<file path="config.mk">
export PLATFORM = sky130hd
export DESIGN_NAME = atten_smooth_top
export DESIGN_NICKNAME = d
export VERILOG_FILES = /design/src/rtl/atten_pkg.sv /design/src/rtl/atten_ramp.sv /design/src/rtl/atten_scale.sv /design/src/rtl/atten_mute_win.sv /design/src/rtl/atten_smooth_top.sv
export SDC_FILE = /design/constraint.sdc
export NUM_CORES = 1
export LEC_CHECK = 0
export CAP_MARGIN = 20
export CELL_PAD_IN_SITES_DETAIL_PLACEMENT = 0
export CELL_PAD_IN_SITES_GLOBAL_PLACEMENT = 1
export CORE_MARGIN = 2
export CORE_UTILIZATION = 49
export CTS_BUF_LIST = sky130_fd_sc_hd__clkbuf_8
export DETAILED_ROUTE_END_ITERATION = 12
export GPL_TIMING_DRIVEN = 0
export PLACE_DENSITY_LB_ADDON = 0.12
export SYNTH_ARGS = -nofsm -noshare
export SYNTH_HDL_FRONTEND = slang
export SYNTH_SLANG_ARGS = --single-unit
export TNS_END_PERCENT = 100
</file>
<file path="constraint.sdc">
create_clock -name clk -period 7.5 [get_ports clk]
set_input_delay 1.5 -clock clk [delete_from_list [all_inputs] [get_ports clk]]
set_output_delay 1.5 -clock clk [all_outputs]
set_load 0.02 [all_outputs]
</file>
<file path="src/rtl/atten_pkg.sv">
package atten_pkg;

  typedef enum logic [1:0] {
    STEP_HOLD = 2'd0,
    STEP_UP   = 2'd1,
    STEP_DOWN = 2'd2
  } step_dir_e;

endpackage

</file>
<file path="src/rtl/atten_ramp.sv">
module atten_ramp
  import atten_pkg::*;
#(
  parameter int CODE_W = 11
) (
  input  logic              clk,
  input  logic              rst_n,
  input  logic              tgt_wr,
  input  logic [CODE_W-1:0] tgt_code,
  input  logic              step_en,
  output logic [CODE_W-1:0] level
);
  localparam logic [CODE_W-1:0] UNITY_C = {1'b1, {(CODE_W-1){1'b0}}};

  logic [CODE_W-1:0] tgt_q;
  logic [CODE_W-1:0] lvl_q;
  logic [CODE_W-1:0] tgt_clamped;
  step_dir_e         dir;

  assign tgt_clamped = (tgt_code > UNITY_C) ? UNITY_C : tgt_code;

  always_comb begin
    if (lvl_q < tgt_q)      dir = STEP_UP;
    else if (lvl_q > tgt_q) dir = STEP_DOWN;
    else                    dir = STEP_HOLD;
  end

  always_ff @(posedge clk or negedge rst_n) begin
    if (!rst_n) begin
      tgt_q <= UNITY_C;
      lvl_q <= UNITY_C;
    end else begin
      if (tgt_wr) tgt_q <= tgt_clamped;
      if (step_en) begin
        unique case (dir)
          STEP_UP:   lvl_q <= lvl_q + 1'b1;
          STEP_DOWN: lvl_q <= lvl_q - 1'b1;
          default:   lvl_q <= lvl_q;
        endcase
      end
    end
  end

  assign level = lvl_q;

  assert_level_cap_R2: assert property (@(posedge clk) disable iff (!rst_n)
    lvl_q <= UNITY_C);

  assert_target_cap_R2: assert property (@(posedge clk) disable iff (!rst_n)
    tgt_q <= UNITY_C);

  assert_no_step_off_frame_R4: assert property (@(posedge clk) disable iff (!rst_n)
    !step_en |=> $stable(lvl_q));

  assert_single_step_R4: assert property (@(posedge clk) disable iff (!rst_n)
    step_en |=> ($stable(lvl_q) || (lvl_q == $past(lvl_q) + 1'b1) ||
                 (lvl_q + 1'b1 == $past(lvl_q))));

endmodule

</file>
<file path="src/rtl/atten_scale.sv">
module atten_scale #(
  parameter int DATA_W = 20,
  parameter int CODE_W = 11
) (
  input  logic signed [DATA_W-1:0] sample,
  input  logic        [CODE_W-1:0] level,
  input  logic                     boost,
  output logic signed [DATA_W-1:0] result,
  output logic                     clipped
);
  localparam int PROD_W   = DATA_W + CODE_W + 1;
  localparam int SH_NORM  = CODE_W - 1;
  localparam int SH_BOOST = CODE_W - 3;
  localparam logic signed [PROD_W-1:0] MAXV =
    {{(PROD_W-DATA_W+1){1'b0}}, {(DATA_W-1){1'b1}}};
  localparam logic signed [PROD_W-1:0] MINV = ~MAXV;

  logic signed [PROD_W-1:0] xs;
  logic signed [PROD_W-1:0] gs;
  logic signed [PROD_W-1:0] prod;
  logic signed [PROD_W-1:0] shifted;

  always_comb begin
    xs      = PROD_W'(sample);
    gs      = PROD_W'({1'b0, level});
    prod    = xs * gs;
    shifted = boost ? (prod >>> SH_BOOST) : (prod >>> SH_NORM);
    clipped = 1'b0;
    if (shifted > MAXV) begin
      result  = MAXV[DATA_W-1:0];
      clipped = 1'b1;
    end else if (shifted < MINV) begin
      result  = MINV[DATA_W-1:0];
      clipped = 1'b1;
    end else begin
      result  = shifted[DATA_W-1:0];
    end
  end

  always_comb begin
    if (!boost && level <= {1'b1, {(CODE_W-1){1'b0}}})
      assert_no_clip_at_unity_R1: assert (!clipped);
  end

endmodule

</file>
<file path="src/rtl/atten_mute_win.sv">
module atten_mute_win #(
  parameter int MUTE_WORDS = 3072
) (
  input  logic clk,
  input  logic rst_n,
  input  logic word_acc,
  output logic win_open
);
  generate
    if (MUTE_WORDS == 0) begin : g_none
      assign win_open = 1'b1;
    end else begin : g_count
      localparam int CNT_W = $clog2(MUTE_WORDS + 1);
      localparam logic [CNT_W-1:0] LIMIT = CNT_W'(MUTE_WORDS);

      logic [CNT_W-1:0] cnt_q;

      always_ff @(posedge clk or negedge rst_n) begin
        if (!rst_n)                        cnt_q <= '0;
        else if (word_acc && cnt_q != LIMIT) cnt_q <= cnt_q + 1'b1;
      end

      assign win_open = (cnt_q == LIMIT);

      assert_count_bound_R8: assert property (@(posedge clk) disable iff (!rst_n)
        cnt_q <= LIMIT);

      assert_open_sticky_R8: assert property (@(posedge clk) disable iff (!rst_n)
        win_open |=> win_open);

      assert_count_idle_R8: assert property (@(posedge clk) disable iff (!rst_n)
        !word_acc |=> $stable(cnt_q));
    end
  endgenerate

endmodule

</file>
<file path="src/rtl/atten_smooth_top.sv">
module atten_smooth_top #(
  parameter int DATA_W     = 20,
  parameter int CODE_W     = 11,
  parameter int MUTE_WORDS = 3072
) (
  input  logic              clk,
  input  logic              rst_n,
  input  logic              in_valid,
  output logic              in_ready,
  input  logic [DATA_W-1:0] in_data,
  input  logic              in_right,
  output logic              out_valid,
  input  logic              out_ready,
  output logic [DATA_W-1:0] out_data,
  output logic              out_right,
  input  logic              tgt_wr,
  input  logic [CODE_W-1:0] tgt_code,
  input  logic              boost_en,
  input  logic              dmute
);
  logic                     acc;
  logic                     step_en;
  logic [CODE_W-1:0]        level;
  logic signed [DATA_W-1:0] scaled;
  logic                     clipped;
  logic                     win_open;
  logic                     blank;

  assign in_ready = !out_valid || out_ready;
  assign acc      = in_valid && in_ready;
  assign step_en  = acc && in_right;
  assign blank    = dmute || !win_open;

  atten_ramp #(.CODE_W(CODE_W)) u_ramp (
    .clk      (clk),
    .rst_n    (rst_n),
    .tgt_wr   (tgt_wr),
    .tgt_code (tgt_code),
    .step_en  (step_en),
    .level    (level)
  );

  atten_scale #(.DATA_W(DATA_W), .CODE_W(CODE_W)) u_scale (
    .sample  ($signed(in_data)),
    .level   (level),
    .boost   (boost_en),
    .result  (scaled),
    .clipped (clipped)
  );

  atten_mute_win #(.MUTE_WORDS(MUTE_WORDS)) u_win (
    .clk      (clk),
    .rst_n    (rst_n),
    .word_acc (acc),
    .win_open (win_open)
  );

  always_ff @(posedge clk or negedge rst_n) begin
    if (!rst_n) begin
      out_valid <= 1'b0;
      out_data  <= '0;
      out_right <= 1'b0;
    end else if (in_ready) begin
      out_valid <= in_valid;
      if (acc) begin
        out_data  <= blank ? '0 : scaled;
        out_right <= in_right;
      end
    end
  end

  assert_hold_stall_R9: assert property (@(posedge clk) disable iff (!rst_n)
    (out_valid && !out_ready) |=> (out_valid && $stable(out_data) && $stable(out_right)));

  assert_accept_to_out_R9: assert property (@(posedge clk) disable iff (!rst_n)
    acc |=> out_valid);

  assert_dmute_zero_R7: assert property (@(posedge clk) disable iff (!rst_n)
    (acc && dmute) |=> (out_data == '0));

  assert_window_zero_R8: assert property (@(posedge clk) disable iff (!rst_n)
    (acc && !win_open) |=> (out_data == '0));

  assert_unity_passthru_R1: assert property (@(posedge clk) disable iff (!rst_n)
    (acc && !blank && !boost_en && level == {1'b1, {(CODE_W-1){1'b0}}})
      |=> (out_data == $past(in_data)));

endmodule

</file>
==> qor.csv <==
stage;metric;value;unit
status;status;completed;
clock_network;cts_buffers;5;
critical_path;timing.rr.start;u_ramp.level[6];
critical_path;worst_r2r_endpoint;out_data[12];
die;dieWidth;157;µm
placed_design;io_buffers;59;
routing;drt-total-wl;28.4;mm
yosys;synth.distinct_cells;73;
global_routing;grt_use_total;24.7;%
yosys;netlist_area;11500;µm²
yosys;synth_common_cells;inv_1 (288), nand2_1 (211), fa_1 (197), ha_1 (88), and2_1 (59);
routing;detail_route.first_pass.iterations;5;
yosys;ys_warn_count;0;
die;die_area;24700;µm²
layout;synthToLayoutAreaGrowth;15.6;%
clock_network;ctsHoldBuffers;0;
clock_network;clkTransAtPathRegs;0.11;ns
timing;fin_skew;0.00917;ns
yosys;postSynthCellCount;1309;
critical_path;end_kind;flip-flop;
yosys;yosysSeqAreaShare;12.2;%
critical_path;critPathRequiredTime;7.74;ns
yosys;synth_most_common_cell;inv_1;
critical_path;worstPathCellList;clkdlybuf4s50_1, buf_6, nand2_1, fa_1, fa_1, fa_1, inv_1, fa_1, inv_1, fa_1, inv_1, ha_1, buf_6, a21oi_4, o21ai_2, a41oi_2, o211ai_2, a21o_2, xnor2_2, a2111o_1, a21bo_1, buf_6, buf_8, o211ai_2;
critical_path;reg2reg_depth;23;
layout;fin_area;13300;µm²
timing;finalCritPeriodShare;97.2;%
critical_path;r2r_setup_slack;0.69;ns
clock_network;cts.sinks;56;
critical_path;crit_slowest_cell;fa_1;
die;start_util;50.2;%
yosys;yosysTopAreaCell;fa_1;
layout;final_nets;1730;
routing;drtIter0Drc;388;
layout;diodes;0;
min_path;min_from;u_win.g_count.cnt_q[11];
critical_path;path_delay_family;adder cells;
yosys;synth_nets;1633;
global_routing;antenna_found_initial;0;
critical_path;cp_slowest_stage_delay;0.60;ns
critical_path;cp.arrival;7.54;ns
min_path;hold_path.class;flip-flop to flip-flop;
yosys;synth-edff-count;0;
global_routing;grt_max_degree;38;
timing;slew_viol_final;0;
die;coreArea;22800;µm²
clock_network;clockBufferDepth;2;
timing;fmax;137;MHz
routing;wl_per_cell;16.5;µm
clock_network;cts_htree_levels;2;
yosys;async_flop_share;100;%
routing;num_vias;8888;
min_path;holdPathEnd;u_win.g_count.cnt_q[11];
yosys;ys.flop_type;dfrtp_1;
yosys;ys_top_cells_by_area;fa_1 (34%), dfrtp_1 (12%), ha_1 (9.6%);
global_routing;grt_pass1_vias;9573;
routing;ant_nets;0;
timing;tightest_slew;0.848;ns
timing;timing.final.crit_period;7.29;ns
critical_path;critPathKind;primary input to flip-flop;
timing;hold_violations;0;
placed_design;placed_area;12500;µm²
timing;max-slew-margin-rel;43.4;%
global_routing;grt.overflow.total;0;
layout;final_layout_size_suffix_gt1_share;10.9;%
routing;detail_route.vias_per_cell;5.17;
critical_path;crit_path_max_fanout;10;
critical_path;critical_path_buf_inv_count;8;
min_path;hold_path_depth;1;
critical_path;path_common_cell;fa_1;
timing;holdWs;0.483;ns
timing;final.setup.tns;0;ns
clock_network;cts_tree;built;
routing;drc_errors;0;
clock_network;cts_root_buf;clkbuf_8;
flow_run;maxCapViolCount;0;
layout;final_core_util;58.1;%
global_routing;grt_pass1_wl;47.7;mm
yosys;syn_avg_cell_area;8.77;µm²
timing;finalSetupViolCount;0;
yosys;yosysTopAreaCellShare;34.4;%
yosys;synth-seq-cells;56;
placed_design;hpwl;23.4;mm
die;rows;55;
die;dieHeight;157;µm
placed_design;gp_congestion;0.832;
critical_path;start_kind;primary input;
die;pin_count;62;
clock_network;insertion_delay;0.32;ns
-- kinds of logic after synthesis --
logic type	after synthesis	share of synthesized area (%)
AO/OA/AOI/OAI	155	9.84
XOR/XNOR	49	3.74
adder cells (fa/ha/maj)	285	44.0
buffers and inverters	354	12.2
flip-flops	56	12.2
multiplexers	20	1.83
AND/OR/NAND/NOR	390	16.2
-- state kept, by name, indices dropped and copies added (netlist names) --
register,count
out_data,20
u_win.g_count.cnt_q,12
u_ramp.level,11
u_ramp.tgt_q,11
out_right,1
out_valid,1
-- worst reg2reg max path, stage by stage (launching register included) --
cell and delay, ns:
dfrtp_1 0.46, clkbuf_1 0.67, nand2_2 0.21, fa_2 0.66, inv_1 0.09, fa_1 0.45
fa_1 0.49, inv_1 0.05, fa_1 0.50, fa_1 0.54, inv_1 0.04, ha_1 0.31
buf_2 0.25, nand3_1 0.16, or3_1 0.42, nor3_2 0.15, o21ai_2 0.10, nand3_2 0.11
xnor2_2 0.08, a2111o_1 0.35, a21bo_1 0.21, buf_6 0.15, buf_8 0.15, o211ai_2 0.15
-- metrics by stage --
stage	setup WS, ns	std cells
5_1_grt	-0.0300	1720
6_report	0.208	1720
3_5_place_dp	-0.980	1682
3_3_place_gp	-0.925	1681
4_1_cts	0.00153	1697
2_1_floorplan	0.389	1309
-- worst max-delay path by stage --
stage	slack (ns)	cells after the start	startpoint	end
5_1_grt	-0.03	24	in_data[12]	out_data[15]
3_5_place_dp	-0.98	23	in_data[19]	out_data[17]
3_3_place_gp	-0.92	23	in_data[19]	out_data[17]
6_report	0.21	24	in_data[7]	out_data[12]
4_1_cts	0.002	22	in_data[17]	out_data[12]
2_1_floorplan	0.39	22	in_data[19]	out_data[10]
-- metal layers --
metal | GRT usage [%] | share of wire [%]
met1 | 31.6 | 44
met2 | 44.2 | 50
met3 | 2.48 | 3.0
met4 | 7.92 | 2.9
met5 | 0 | 0
-- layout make-up --
type / count / area [µm²]
buffer: 65 / 487
tap: 313 / 392
clock inverter: 3 / 42.5
sequential: 56 / 1400
inverter: 289 / 1080
multi-input combinational: 899 / 8900
clock buffer: 5 / 68.8
fill: 2130 / 9580
timing repair buffer: 90 / 883
-- cells in the final DEF, fill, tap and decap left out, drive strengths merged, types with 18 or more instances in the layout --
master / netlist / layout
inv: 289 / 291
nand3: 19 / 19
fa: 197 / 197
buf: 16 / 66
nand2: 213 / 213
clkdlybuf4s50: 0 / 52
ha: 88 / 88
nor3: 18 / 18
dfrtp: 54 / 54
clkbuf: 49 / 36
and2: 59 / 59
o21ai: 33 / 33
nor2: 28 / 28
xnor2: 38 / 38
a21oi: 39 / 39
o211ai: 24 / 24
-- what timing repair did --
| action | 4_1_cts | 5_1_grt |
|---|---|---|
| setup buffers | 7 | 23 |
| pin swaps | 6 | 35 |
| gates cloned | 0 | 0 |
| gates resized for setup | 48 | 98 |
| endpoints found under the setup margin | 19 | 19 |
Power is not shown: default switching activity piles up to over one toggle a cycle in this logic, so the estimate is an artifact.
